==> config.mk <==
export PLATFORM = sky130hd
export DESIGN_NAME = vec_prio_resolver
export DESIGN_NICKNAME = d
export VERILOG_FILES = /design/src/rtl/vpr_pkg.sv /design/src/rtl/vpr_cfg_regs.sv /design/src/rtl/vpr_mask_chain.sv /design/src/rtl/vpr_search.sv /design/src/rtl/vpr_nest_ctrl.sv /design/src/rtl/vec_prio_resolver.sv
export SDC_FILE = /design/constraint.sdc
export NUM_CORES = 2
export LEC_CHECK = 0
export ABC_AREA = 1
export BUFFER_PORTS_ARGS = -buffer_cell sky130_fd_sc_hd__buf_4
export CAP_MARGIN = 20
export CORE_UTILIZATION = 45
export CTS_CLUSTER_DIAMETER = 200
export DETAILED_ROUTE_END_ITERATION = 10
export SETUP_SLACK_MARGIN = 0.2
export SYNTH_ARGS = -nofsm -noshare
export SYNTH_HDL_FRONTEND = slang
export SYNTH_HIERARCHICAL = 1
export SYNTH_SLANG_ARGS = --single-unit
export TNS_END_PERCENT = 50
==> constraint.sdc <==
create_clock -name clk -period 5.7 [get_ports clk]
set_input_delay 1.71 -clock clk [delete_from_list [all_inputs] [get_ports clk]]
set_output_delay 1.71 -clock clk [all_outputs]
set_load 0.02 [all_outputs]
==> src/rtl/vpr_pkg.sv <==
package vpr_pkg;
    localparam int VEC_WORD        = 12;
    localparam int DEF_WORD        = 13;
    localparam int SLOT_ADDR_BASE  = 64;   // byte 0x100
    localparam int SLOT_CTRL_BASE  = 128;  // byte 0x200
    localparam int CTRL_W          = 8;
    localparam int CTRL_EN_BIT     = 5;

    typedef enum logic [1:0] {
        NEST_IDLE   = 2'd0,
        NEST_ACTIVE = 2'd1
    } nest_state_e;

    typedef enum logic [2:0] {
        OP_NONE   = 3'd0,
        OP_PUSH   = 3'd1,
        OP_POP    = 3'd2,
        OP_CFG_WR = 3'd3,
        OP_CFG_RD = 3'd4
    } bus_op_e;
endpackage

==> src/rtl/vpr_cfg_regs.sv <==
module vpr_cfg_regs
    import vpr_pkg::*;
#(
    parameter int NUM_SLOT = 16,
    parameter int DATA_W   = 32,
    parameter int WORD_W   = 10
) (
    input  logic              clk,
    input  logic              rst_n,
    input  logic              cfg_wr,
    input  logic [WORD_W-1:0] word,
    input  logic [DATA_W-1:0] wdata,
    output logic [DATA_W-1:0] slot_addr [NUM_SLOT],
    output logic [CTRL_W-1:0] slot_ctrl [NUM_SLOT],
    output logic [DATA_W-1:0] def_addr,
    output logic [DATA_W-1:0] cfg_rdata
);
    // Storage for slot handler addresses, slot control bytes and default address
    always_ff @(posedge clk or negedge rst_n) begin
        if (!rst_n) begin
            for (int k = 0; k < NUM_SLOT; k++) begin
                slot_addr[k] <= '0;
                slot_ctrl[k] <= '0;
            end
            def_addr <= '0;
        end else if (cfg_wr) begin
            if (word == WORD_W'(DEF_WORD)) def_addr <= wdata;
            for (int k = 0; k < NUM_SLOT; k++) begin
                if (word == WORD_W'(SLOT_ADDR_BASE + k)) slot_addr[k] <= wdata;
                if (word == WORD_W'(SLOT_CTRL_BASE + k)) slot_ctrl[k] <= wdata[CTRL_W-1:0];
            end
        end
    end

    // Read mux; unmapped words return zero
    always_comb begin
        cfg_rdata = '0;
        if (word == WORD_W'(DEF_WORD)) cfg_rdata = def_addr;
        for (int k = 0; k < NUM_SLOT; k++) begin
            if (word == WORD_W'(SLOT_ADDR_BASE + k)) cfg_rdata = slot_addr[k];
            if (word == WORD_W'(SLOT_CTRL_BASE + k)) cfg_rdata = DATA_W'(slot_ctrl[k]);
        end
    end
endmodule

==> src/rtl/vpr_mask_chain.sv <==
module vpr_mask_chain
    import vpr_pkg::*;
#(
    parameter int NUM_SLOT = 16,
    parameter int NUM_SRC  = 32
) (
    input  logic [CTRL_W-1:0]  slot_ctrl [NUM_SLOT],
    output logic [NUM_SRC-1:0] lvl_mask  [NUM_SLOT+2]
);
    localparam int SRC_W = $clog2(NUM_SRC);

    // Cumulative masks: entry i collects sources of enabled slots below i
    always_comb begin
        logic [NUM_SRC-1:0] acc;
        acc = '0;
        for (int k = 0; k < NUM_SLOT; k++) begin
            lvl_mask[k] = acc;
            if (slot_ctrl[k][CTRL_EN_BIT]) acc[slot_ctrl[k][SRC_W-1:0]] = 1'b1;
        end
        lvl_mask[NUM_SLOT]   = acc;
        lvl_mask[NUM_SLOT+1] = '1;
    end

    logic unused_ctrl_hi;
    always_comb begin
        unused_ctrl_hi = 1'b0;
        for (int k = 0; k < NUM_SLOT; k++) begin
            unused_ctrl_hi = unused_ctrl_hi ^ (^slot_ctrl[k][CTRL_W-1:CTRL_EN_BIT+1]);
        end
    end
endmodule

==> src/rtl/vpr_search.sv <==
module vpr_search #(
    parameter int NUM_SLOT = 16,
    parameter int NUM_SRC  = 32,
    parameter int LVL_W    = 5
) (
    input  logic [NUM_SRC-1:0] raw_req,
    input  logic [NUM_SRC-1:0] lvl_mask [NUM_SLOT+2],
    input  logic [LVL_W-1:0]   cur_lvl,
    output logic               found,
    output logic [LVL_W-1:0]   win_lvl
);
    localparam int LVL_IDLE = NUM_SLOT + 1;

    // Lowest level i below the current one whose upper mask hits a raw request
    always_comb begin
        found   = 1'b0;
        win_lvl = cur_lvl;
        for (int i = LVL_IDLE - 1; i >= 0; i--) begin
            if ((LVL_W'(i) < cur_lvl) && (|(raw_req & lvl_mask[i+1]))) begin
                found   = 1'b1;
                win_lvl = LVL_W'(i);
            end
        end
    end
endmodule

==> src/rtl/vpr_nest_ctrl.sv <==
module vpr_nest_ctrl
    import vpr_pkg::*;
#(
    parameter int NUM_SLOT = 16,
    parameter int LVL_W    = 5
) (
    input  logic             clk,
    input  logic             rst_n,
    input  logic             push_req,
    input  logic             pop_req,
    input  logic             found,
    input  logic [LVL_W-1:0] win_lvl,
    output logic [LVL_W-1:0] cur_lvl,
    output nest_state_e      state
);
    localparam int LVL_IDLE = NUM_SLOT + 1;

    logic [LVL_W-1:0] saved_lvl [LVL_IDLE+1];
    nest_state_e      state_nxt;
    logic             at_idle;
    logic             do_push;
    logic             do_pop;

    assign at_idle = (cur_lvl == LVL_W'(LVL_IDLE));
    assign do_push = push_req && found;
    assign do_pop  = pop_req && !at_idle;

    // Next-state logic
    always_comb begin
        state_nxt = state;
        unique case (state)
            NEST_IDLE: begin
                if (do_push) state_nxt = NEST_ACTIVE;              // push-from-idle
            end
            NEST_ACTIVE: begin
                if (do_pop && saved_lvl[cur_lvl] == LVL_W'(LVL_IDLE))
                    state_nxt = NEST_IDLE;                          // pop-to-idle
            end
            default: state_nxt = NEST_IDLE;
        endcase
    end

    // State register
    always_ff @(posedge clk or negedge rst_n) begin
        if (!rst_n) state <= NEST_IDLE;
        else        state <= state_nxt;
    end

    // Level register and saved-level table
    always_ff @(posedge clk or negedge rst_n) begin
        if (!rst_n) begin
            cur_lvl <= LVL_W'(LVL_IDLE);
            for (int i = 0; i <= LVL_IDLE; i++) saved_lvl[i] <= LVL_W'(LVL_IDLE);
        end else if (do_push) begin
            saved_lvl[win_lvl] <= cur_lvl;
            cur_lvl            <= win_lvl;
        end else if (do_pop) begin
            cur_lvl <= saved_lvl[cur_lvl];
        end
    end
endmodule

==> src/rtl/vec_prio_resolver.sv <==
module vec_prio_resolver
    import vpr_pkg::*;
#(
    parameter int NUM_SLOT = 16,
    parameter int NUM_SRC  = 32,
    parameter int DATA_W   = 32,
    parameter int ADDR_W   = 12
) (
    input  logic              clk,
    input  logic              rst_n,
    input  logic [NUM_SRC-1:0] raw_req,
    input  logic [NUM_SRC-1:0] norm_req,
    input  logic              rd_en,
    input  logic              wr_en,
    input  logic [ADDR_W-1:0] addr,
    input  logic [DATA_W-1:0] wdata,
    output logic [DATA_W-1:0] rdata,
    output logic              irq_out
);
    localparam int LVL_W   = $clog2(NUM_SLOT + 2);
    localparam int WORD_W  = ADDR_W - 2;
    localparam int SLOT_IW = $clog2(NUM_SLOT);

    logic [WORD_W-1:0]  word;
    logic               unused_addr_lsb;
    bus_op_e            op;
    logic [DATA_W-1:0]  slot_addr [NUM_SLOT];
    logic [CTRL_W-1:0]  slot_ctrl [NUM_SLOT];
    logic [DATA_W-1:0]  def_addr;
    logic [DATA_W-1:0]  cfg_rdata;
    logic [NUM_SRC-1:0] lvl_mask [NUM_SLOT+2];
    logic               found;
    logic [LVL_W-1:0]   win_lvl;
    logic [LVL_W-1:0]   cur_lvl;
    nest_state_e        nest_state;
    logic [DATA_W-1:0]  vec_addr;

    assign word            = addr[ADDR_W-1:2];
    assign unused_addr_lsb = ^addr[1:0];

    // Bus operation decode; a write outranks a read in the same cycle
    always_comb begin
        op = OP_NONE;
        if (wr_en)      op = (word == WORD_W'(VEC_WORD)) ? OP_POP  : OP_CFG_WR;
        else if (rd_en) op = (word == WORD_W'(VEC_WORD)) ? OP_PUSH : OP_CFG_RD;
    end

    vpr_cfg_regs #(
        .NUM_SLOT (NUM_SLOT),
        .DATA_W   (DATA_W),
        .WORD_W   (WORD_W)
    ) u_cfg (
        .clk       (clk),
        .rst_n     (rst_n),
        .cfg_wr    (op == OP_CFG_WR),
        .word      (word),
        .wdata     (wdata),
        .slot_addr (slot_addr),
        .slot_ctrl (slot_ctrl),
        .def_addr  (def_addr),
        .cfg_rdata (cfg_rdata)
    );

    vpr_mask_chain #(
        .NUM_SLOT (NUM_SLOT),
        .NUM_SRC  (NUM_SRC)
    ) u_mask (
        .slot_ctrl (slot_ctrl),
        .lvl_mask  (lvl_mask)
    );

    vpr_search #(
        .NUM_SLOT (NUM_SLOT),
        .NUM_SRC  (NUM_SRC),
        .LVL_W    (LVL_W)
    ) u_search (
        .raw_req  (raw_req),
        .lvl_mask (lvl_mask),
        .cur_lvl  (cur_lvl),
        .found    (found),
        .win_lvl  (win_lvl)
    );

    vpr_nest_ctrl #(
        .NUM_SLOT (NUM_SLOT),
        .LVL_W    (LVL_W)
    ) u_nest (
        .clk      (clk),
        .rst_n    (rst_n),
        .push_req (op == OP_PUSH),
        .pop_req  (op == OP_POP),
        .found    (found),
        .win_lvl  (win_lvl),
        .cur_lvl  (cur_lvl),
        .state    (nest_state)
    );

    // Handler address of the level the read lands on
    always_comb begin
        if (win_lvl < LVL_W'(NUM_SLOT)) vec_addr = slot_addr[win_lvl[SLOT_IW-1:0]];
        else                            vec_addr = def_addr;
    end

    // Registered read data
    always_ff @(posedge clk or negedge rst_n) begin
        if (!rst_n) begin
            rdata <= '0;
        end else begin
            unique case (op)
                OP_PUSH:   rdata <= vec_addr;
                OP_CFG_RD: rdata <= cfg_rdata;
                default:   rdata <= rdata;
            endcase
        end
    end

    // Normal interrupt output
    assign irq_out = |(norm_req & lvl_mask[cur_lvl]);
endmodule

## Word-level counts from Yosys, hierarchy flattened

Index checks and enable logic that the tools add are counted.

- Bits in registers: 799
- Input port bits: 112
- Output and inout port bits: 33
- Logic and storage cells: 406

- Magnitude comparators: 54
- Equal/unequal tests: 39
- Multiplexer cells: 135
- Bitwise operators: 35
- Reduce and logical (&&, ||, !) cells: 90

Operator list:

| kind | count |
|---|---|
| 2-to-1 mux 32 bit | 54 |
| OR reduction 32 bit | 18 |
| bitwise AND 32 bit | 17 |
| bitwise OR 32 bit | 15 |
| binary-select mux 32 bit (select 5 bit) | 1 |
| == test 10 x 7 -> 1 bit (second input constant) | 16 |
| == test 10 x 8 -> 1 bit (second input constant) | 16 |
| binary-select mux 32 bit (select 4 bit) | 1 |
| 2-to-1 mux 5 bit | 22 |
| less-than comparator 5 x 6 -> 1 bit (second input constant) | 16 |
| bitwise mux 90 bit | 1 |
| demux 1 bit (select 5 bit) | 16 |
| greater-or-equal comparator 5 x 1 -> 1 bit (second input constant) | 16 |
| AND reduction 2 bit | 33 |
| case mux 32 bit (2 select lines) | 1 |
| less-than comparator 4 x 5 -> 1 bit (first input constant) | 8 |
| logical AND 1 bit | 36 |
| 2-to-1 mux 1 bit | 34 |
| binary-select mux 5 bit (select 5 bit) | 1 |
| demux 5 bit (select 5 bit) | 1 |
| == test 10 x 4 -> 1 bit (second input constant) | 2 |
| less-than comparator 3 x 5 -> 1 bit (first input constant) | 4 |
| greater-or-equal comparator 6 bit (second input constant) | 2 |
| inverter 5 -> 6 bit | 2 |
| other kinds (14) | 20 |

## Depth between registers and ports, before layout

- Depth after elaboration: 60
- Depth in mapped cells: 45

## Hierarchy

The synthesis kept the hierarchy.

By module, submodules not included:

| module | times used | cells each | area an instance (um^2) | seq. area each (um^2) |
|---|---|---|---|---|
| vpr_cfg_regs | 1 | 3344 | 29356.9 | 16816.1 |
| vec_prio_resolver | 1 | 2579 | 12373.1 | 800.8 |
| vpr_mask_chain | 1 | 1648 | 8325.5 | 0.0 |
| vpr_nest_ctrl | 1 | 626 | 4714.5 | 2449.8 |
| vpr_search | 1 | 829 | 4160.2 | 0.0 |

## Worst setup path after synthesis

No wires, ideal clock.

- Path kind: input port to flip-flop
- From: input raw_req[2]
- To: register rdata[7]
- Setup time: 0.130 ns
- Arrival: 4.486 ns
- Required time: 5.570 ns
- Path slack: 1.084 ns
- Stages: 35
- Path buffers: 5
- Cells stage by stage: buf_2 -> nand2_1 -> nand2_1 -> nor2_1 -> nand2_1 -> nor2_1 -> nand2_1 -> nand2_1 -> nand2_1 -> nand2_1 -> nand2_1 -> nand2_1 -> nand2_1 -> nand2_1 -> nand2_1 -> nand2_1 -> nand2_1 -> nand2_1 -> nand2_1 -> nand2_1 -> nand2_1 -> nand2_1 -> nand2_1 -> a21oi_1 -> buf_4 -> buf_6 -> inv_6 -> buf_6 -> buf_2 -> o21ai_0 -> o221ai_1 -> nand3_1 -> nand3_1 -> o211ai_1 -> nand3_1

- Cells in the longest elaborated chain, start to end: 25

Ends and longest elaborated chain:

| what | RTL line | text |
|---|---|---|
| from (decl) | vec_prio_resolver.sv:11 | `input logic [NUM_SRC-1:0] raw_req,` |
| OR reduction 32 bit or bitwise AND 32 bit (tied branches) | vpr_search.sv:19 | `if ((LVL_W'(i) < cur_lvl) && (\|(raw_req & lvl_mask[i+1]))) begin` |
| logical AND 1 bit or OR reduction 32 bit (tied branches) | vpr_search.sv:19 |  |
| 2-to-1 mux 5 bit or logical AND 1 bit (tied branches) | vpr_search.sv:19 |  |
| 2-to-1 mux 5 bit (15 in series) | vpr_search.sv:19 |  |
| 2-to-1 mux 5 bit (*) | vpr_search.sv:19 |  |
| via win_lvl[0] | vec_prio_resolver.sv:33 | `logic [LVL_W-1:0] win_lvl;` |
| inverter 4 -> 5 bit (implied by the code) | vec_prio_resolver.sv:100 | `if (win_lvl < LVL_W'(NUM_SLOT)) vec_addr = slot_addr[win_lvl[SLOT_IW-1:0]];` |
| binary-select mux 32 bit (select 4 bit) | vec_prio_resolver.sv:100 |  |
| 2-to-1 mux 32 bit (implied by the code) (2 in series) | vec_prio_resolver.sv:100 |  |
| 2-to-1 mux 32 bit (*) | vec_prio_resolver.sv:100 |  |
| case mux 32 bit (2 select lines) (*) | vec_prio_resolver.sv:109 | `unique case (op)` |
| to (signal assigned) | vec_prio_resolver.sv:110 | `OP_PUSH: rdata <= vec_addr;` |
| to (signal assigned) | vec_prio_resolver.sv:111 | `OP_CFG_RD: rdata <= cfg_rdata;` |
| to (signal assigned) | vec_prio_resolver.sv:112 | `default: rdata <= rdata;` |
| to (decl) | vec_prio_resolver.sv:17 | `output logic [DATA_W-1:0] rdata,` |

The timed path passes the listed nets; every way through them passes the cells marked *. The select of a mux whose other input is x is not followed.
A chain may end at the register's enable or synchronous reset.

==> results.sh <==
export IMPL_rr_startpoint="u_cfg/slot_ctrl[88]$_DFFE_PN0P_"
export IMPL_grt_pass1_vias=61700
export IMPL_arrival_ns=4.17
export IMPL_r2r_slack_ns=-0.09
export IMPL_final_nets=9766
export IMPL_rsz0062_at_grt="true"
export IMPL_die_w_um=364
export IMPL_drt_total_wl_um=286000
export IMPL_boundaryPins=145
export IMPL_tns_ns=-0.566
export IMPL_coreArea_mm2=0.130
export IMPL_reg2reg_to="rdata[5]$_DFFE_PN0P_"
export IMPL_nFillCells=12900
export IMPL_clkSinkCount=799
export IMPL_fin_ws_ns=-0.177
export IMPL_fp_dieH_um=364
export IMPL_drive_above_1_share=0.196
export IMPL_p_per_area_mw_per_mm2=246
export IMPL_post_drt_via_cell_ratio=5.85
export IMPL_ant_nets=0
export IMPL_total_leakage_power_nw=35.5
export IMPL_syn_cell_area_mm2=0.0589
export IMPL_drc=0
export IMPL_min_to="u_nest/saved_lvl[30]$_DFFE_PN1P_"
export IMPL_met1_usage=0.528
export IMPL_clk_pin_slew_ns=0.07
export IMPL_cts_tree="yes"
export IMPL_clk_latency_ns=0.68
export IMPL_cts_hold_buf=0
export IMPL_path_class="reg2out"
export IMPL_crit_fanout=4
export IMPL_finClkSkew_ns=0.0351
export IMPL_holdCritStartpoint="u_nest/saved_lvl[30]$_DFFE_PN1P_"
export IMPL_start_util=0.454
export IMPL_critPathBufInv=5
export IMPL_grt_use_met3=0.0582
export IMPL_grt_pass1_wl_um=406000
export IMPL_cp_required_ns=3.99
export IMPL_setup_violations_final=12
export IMPL_dieArea_mm2=0.132
export IMPL_top_usage_layer="met2"
export IMPL_firstDrtPassIters=6
export IMPL_antenna_found_initial=2
export IMPL_grt_usage=0.416
export IMPL_grt_max_degree=118
export IMPL_holdWs_ns=0.470
export IMPL_final_cell_mix="3082 x nand2_1, 1055 x o21ai_0, 961 x buf_4"
export IMPL_finalHoldViolations=0
export IMPL_cts_buffers=77
export IMPL_violations="setup timing"
export IMPL_synth_avg_cell_area_um2=6.53
export IMPL_final_common_cell="nand2_1"
export IMPL_h_tree_depth=3
export IMPL_max_cap_viol_count=0
export IMPL_grt_overflow_total=0
export IMPL_whs_path_depth=2
export IMPL_met2_usage=0.658
export IMPL_ys_warn_count=6
export IMPL_vdd_drop_max_mv=0.312
export IMPL_period_minus_slack_ns=5.88
export IMPL_cp_cell_sequence="inv_4 > nand3_4 > buf_6 > buf_4 > nor2_1 > nor2_2 > nand4_4 > nor2_4 > inv_1 > nor2_1 > nand2_1 > nor2_1 > nor2_1 > o21ai_0 > nand3_1 > nand3_1 > nand2_1 > nor2_1 > nand2_1 > o21ai_1 > nand2_1 > nand2_2 > nand2_2 > buf_6"
export IMPL_worst_pin_slew_ns=1.13
export IMPL_slew_violations=0
export IMPL_post_drt_wl_per_cell_um=24.9
export IMPL_root_buffer="clkbuf_16"
export IMPL_worstHoldPathType="reg2reg"
export IMPL_critical_path_top_delay_family="simple AND/OR/NAND/NOR gates"
export IMPL_row_count=132
export IMPL_post_route_period_util=1.03
export IMPL_max_clock_freq_mhz=170
export IMPL_cpMaxStageDelayCell="dfrtp_2"
export IMPL_relSlewSlack=0.248
export IMPL_dr_first_iter_drc_count=8088
export IMPL_synthCells=9013
export IMPL_end_kind="primary output"
export IMPL_gp_congestion=1.03
export IMPL_crit_path_frequent_cell="nor2_1"
export IMPL_register_area_mm2=0.0201
export IMPL_slowest_delay_ns=0.47
export IMPL_cts_buffer_depth=3
export IMPL_r2r_cells=39
export IMPL_synthToLayoutAreaGrowth_pct=23.1
export IMPL_io_buffers=142
export IMPL_multi_input_area_mm2=0.0352
export IMPL_status="complete, but fails checks"
export IMPL_num_vias=67000
export IMPL_dp_hpwl_um=206000
export IMPL_setup_worst_path_start_class="flip-flop"
==> tightest hold or removal path, cell delays in order, from the launching register on <==
cell     delay (ns)
dfstp_2        0.37
nand2_1        0.05
o21ai_1        0.05
==> metrics by stage <==
stage,utilization,std cells,setup WS [ns],area (um2),total power (W)
2_1_floorplan,-,9075,1.08,59100,0.00885
3_3_place_gp,0.513,11200,-0.320,66600,0.0112
3_5_place_dp,0.514,11200,-0.283,66600,0.0113
6_report,0.559,11500,-0.177,72400,0.0178
5_1_grt,0.559,11500,-0.299,72400,0.0184
4_1_cts,0.540,11400,-0.107,70100,0.0167
==> layer usage <==
metal  up-vias  share of wire  wire [um]
li1      30800              -          -
met1     31700           0.39     110000
met2      3574           0.44     126000
met3       938          0.087      24900
met4         0          0.085      24400
met5         -              0          0
==> worst max path at each step <==
| stage | from | to | slack [ns] | cells after the start |
|---|---|---|---|---|
| 2_1_floorplan | raw_req[2] | rdata[7]$_DFFE_PN0P_ | 1.08 | 35 |
| 3_3_place_gp | u_cfg/slot_ctrl[123]$_DFFE_PN0P_ | rdata[7]$_DFFE_PN0P_ | -0.32 | 41 |
| 3_5_place_dp | u_cfg/slot_ctrl[121]$_DFFE_PN0P_ | rdata[7]$_DFFE_PN0P_ | -0.28 | 42 |
| 4_1_cts | u_cfg/slot_ctrl[120]$_DFFE_PN0P_ | irq_out | -0.11 | 26 |
| 5_1_grt | u_cfg/slot_ctrl[124]$_DFFE_PN0P_ | irq_out | -0.30 | 26 |
| 6_report | u_cfg/slot_ctrl[113]$_DFFE_PN0P_ | irq_out | -0.18 | 24 |
==> final cells by class <==
| cell class | count | share of cell area |
|---|---|---|
| timing repair inverter | 3 | 0.000622 |
| antenna | 2 | 0.0000691 |
| sequential | 799 | 0.277 |
| inverter | 698 | 0.0369 |
| clock buffer | 111 | 0.0308 |
| timing repair buffer | 1097 | 0.134 |
| clock inverter | 30 | 0.00503 |
| multi-input combinational | 6978 | 0.486 |
| tap | 1742 | 0.0301 |
==> report_power, final <==
part | switching [W] | total [W] | leakage, nW | internal (W)
sequential | 0.000186 | 0.00599 | 10.9 | 0.00581
clock | 0.00233 | 0.00538 | 1.28 | 0.00305
combinational | 0.00396 | 0.00643 | 23.3 | 0.00247
==> repair_timing <==
| action | 4_1_cts | 5_1_grt |
|---|---|---|
| resized for setup | 158 | 383 |
| pin swaps | 38 | 165 |
| endpoints found under the setup margin | 33 | 103 |
| setup buffers | 16 | 53 |
| hold endpoints to repair | 0 | 0 |
| gates cloned | 1 | 23 |
==> sequential cells by signal, indices dropped and copies added, names as in the netlist <==
name / count
u_nest/saved_lvl: 90
u_cfg/slot_addr: 512
u_cfg/slot_ctrl: 128
u_nest/cur_lvl: 5
rdata: 32
u_cfg/def_addr: 32
No activity file was read; power rests on OpenSTA's default activity.
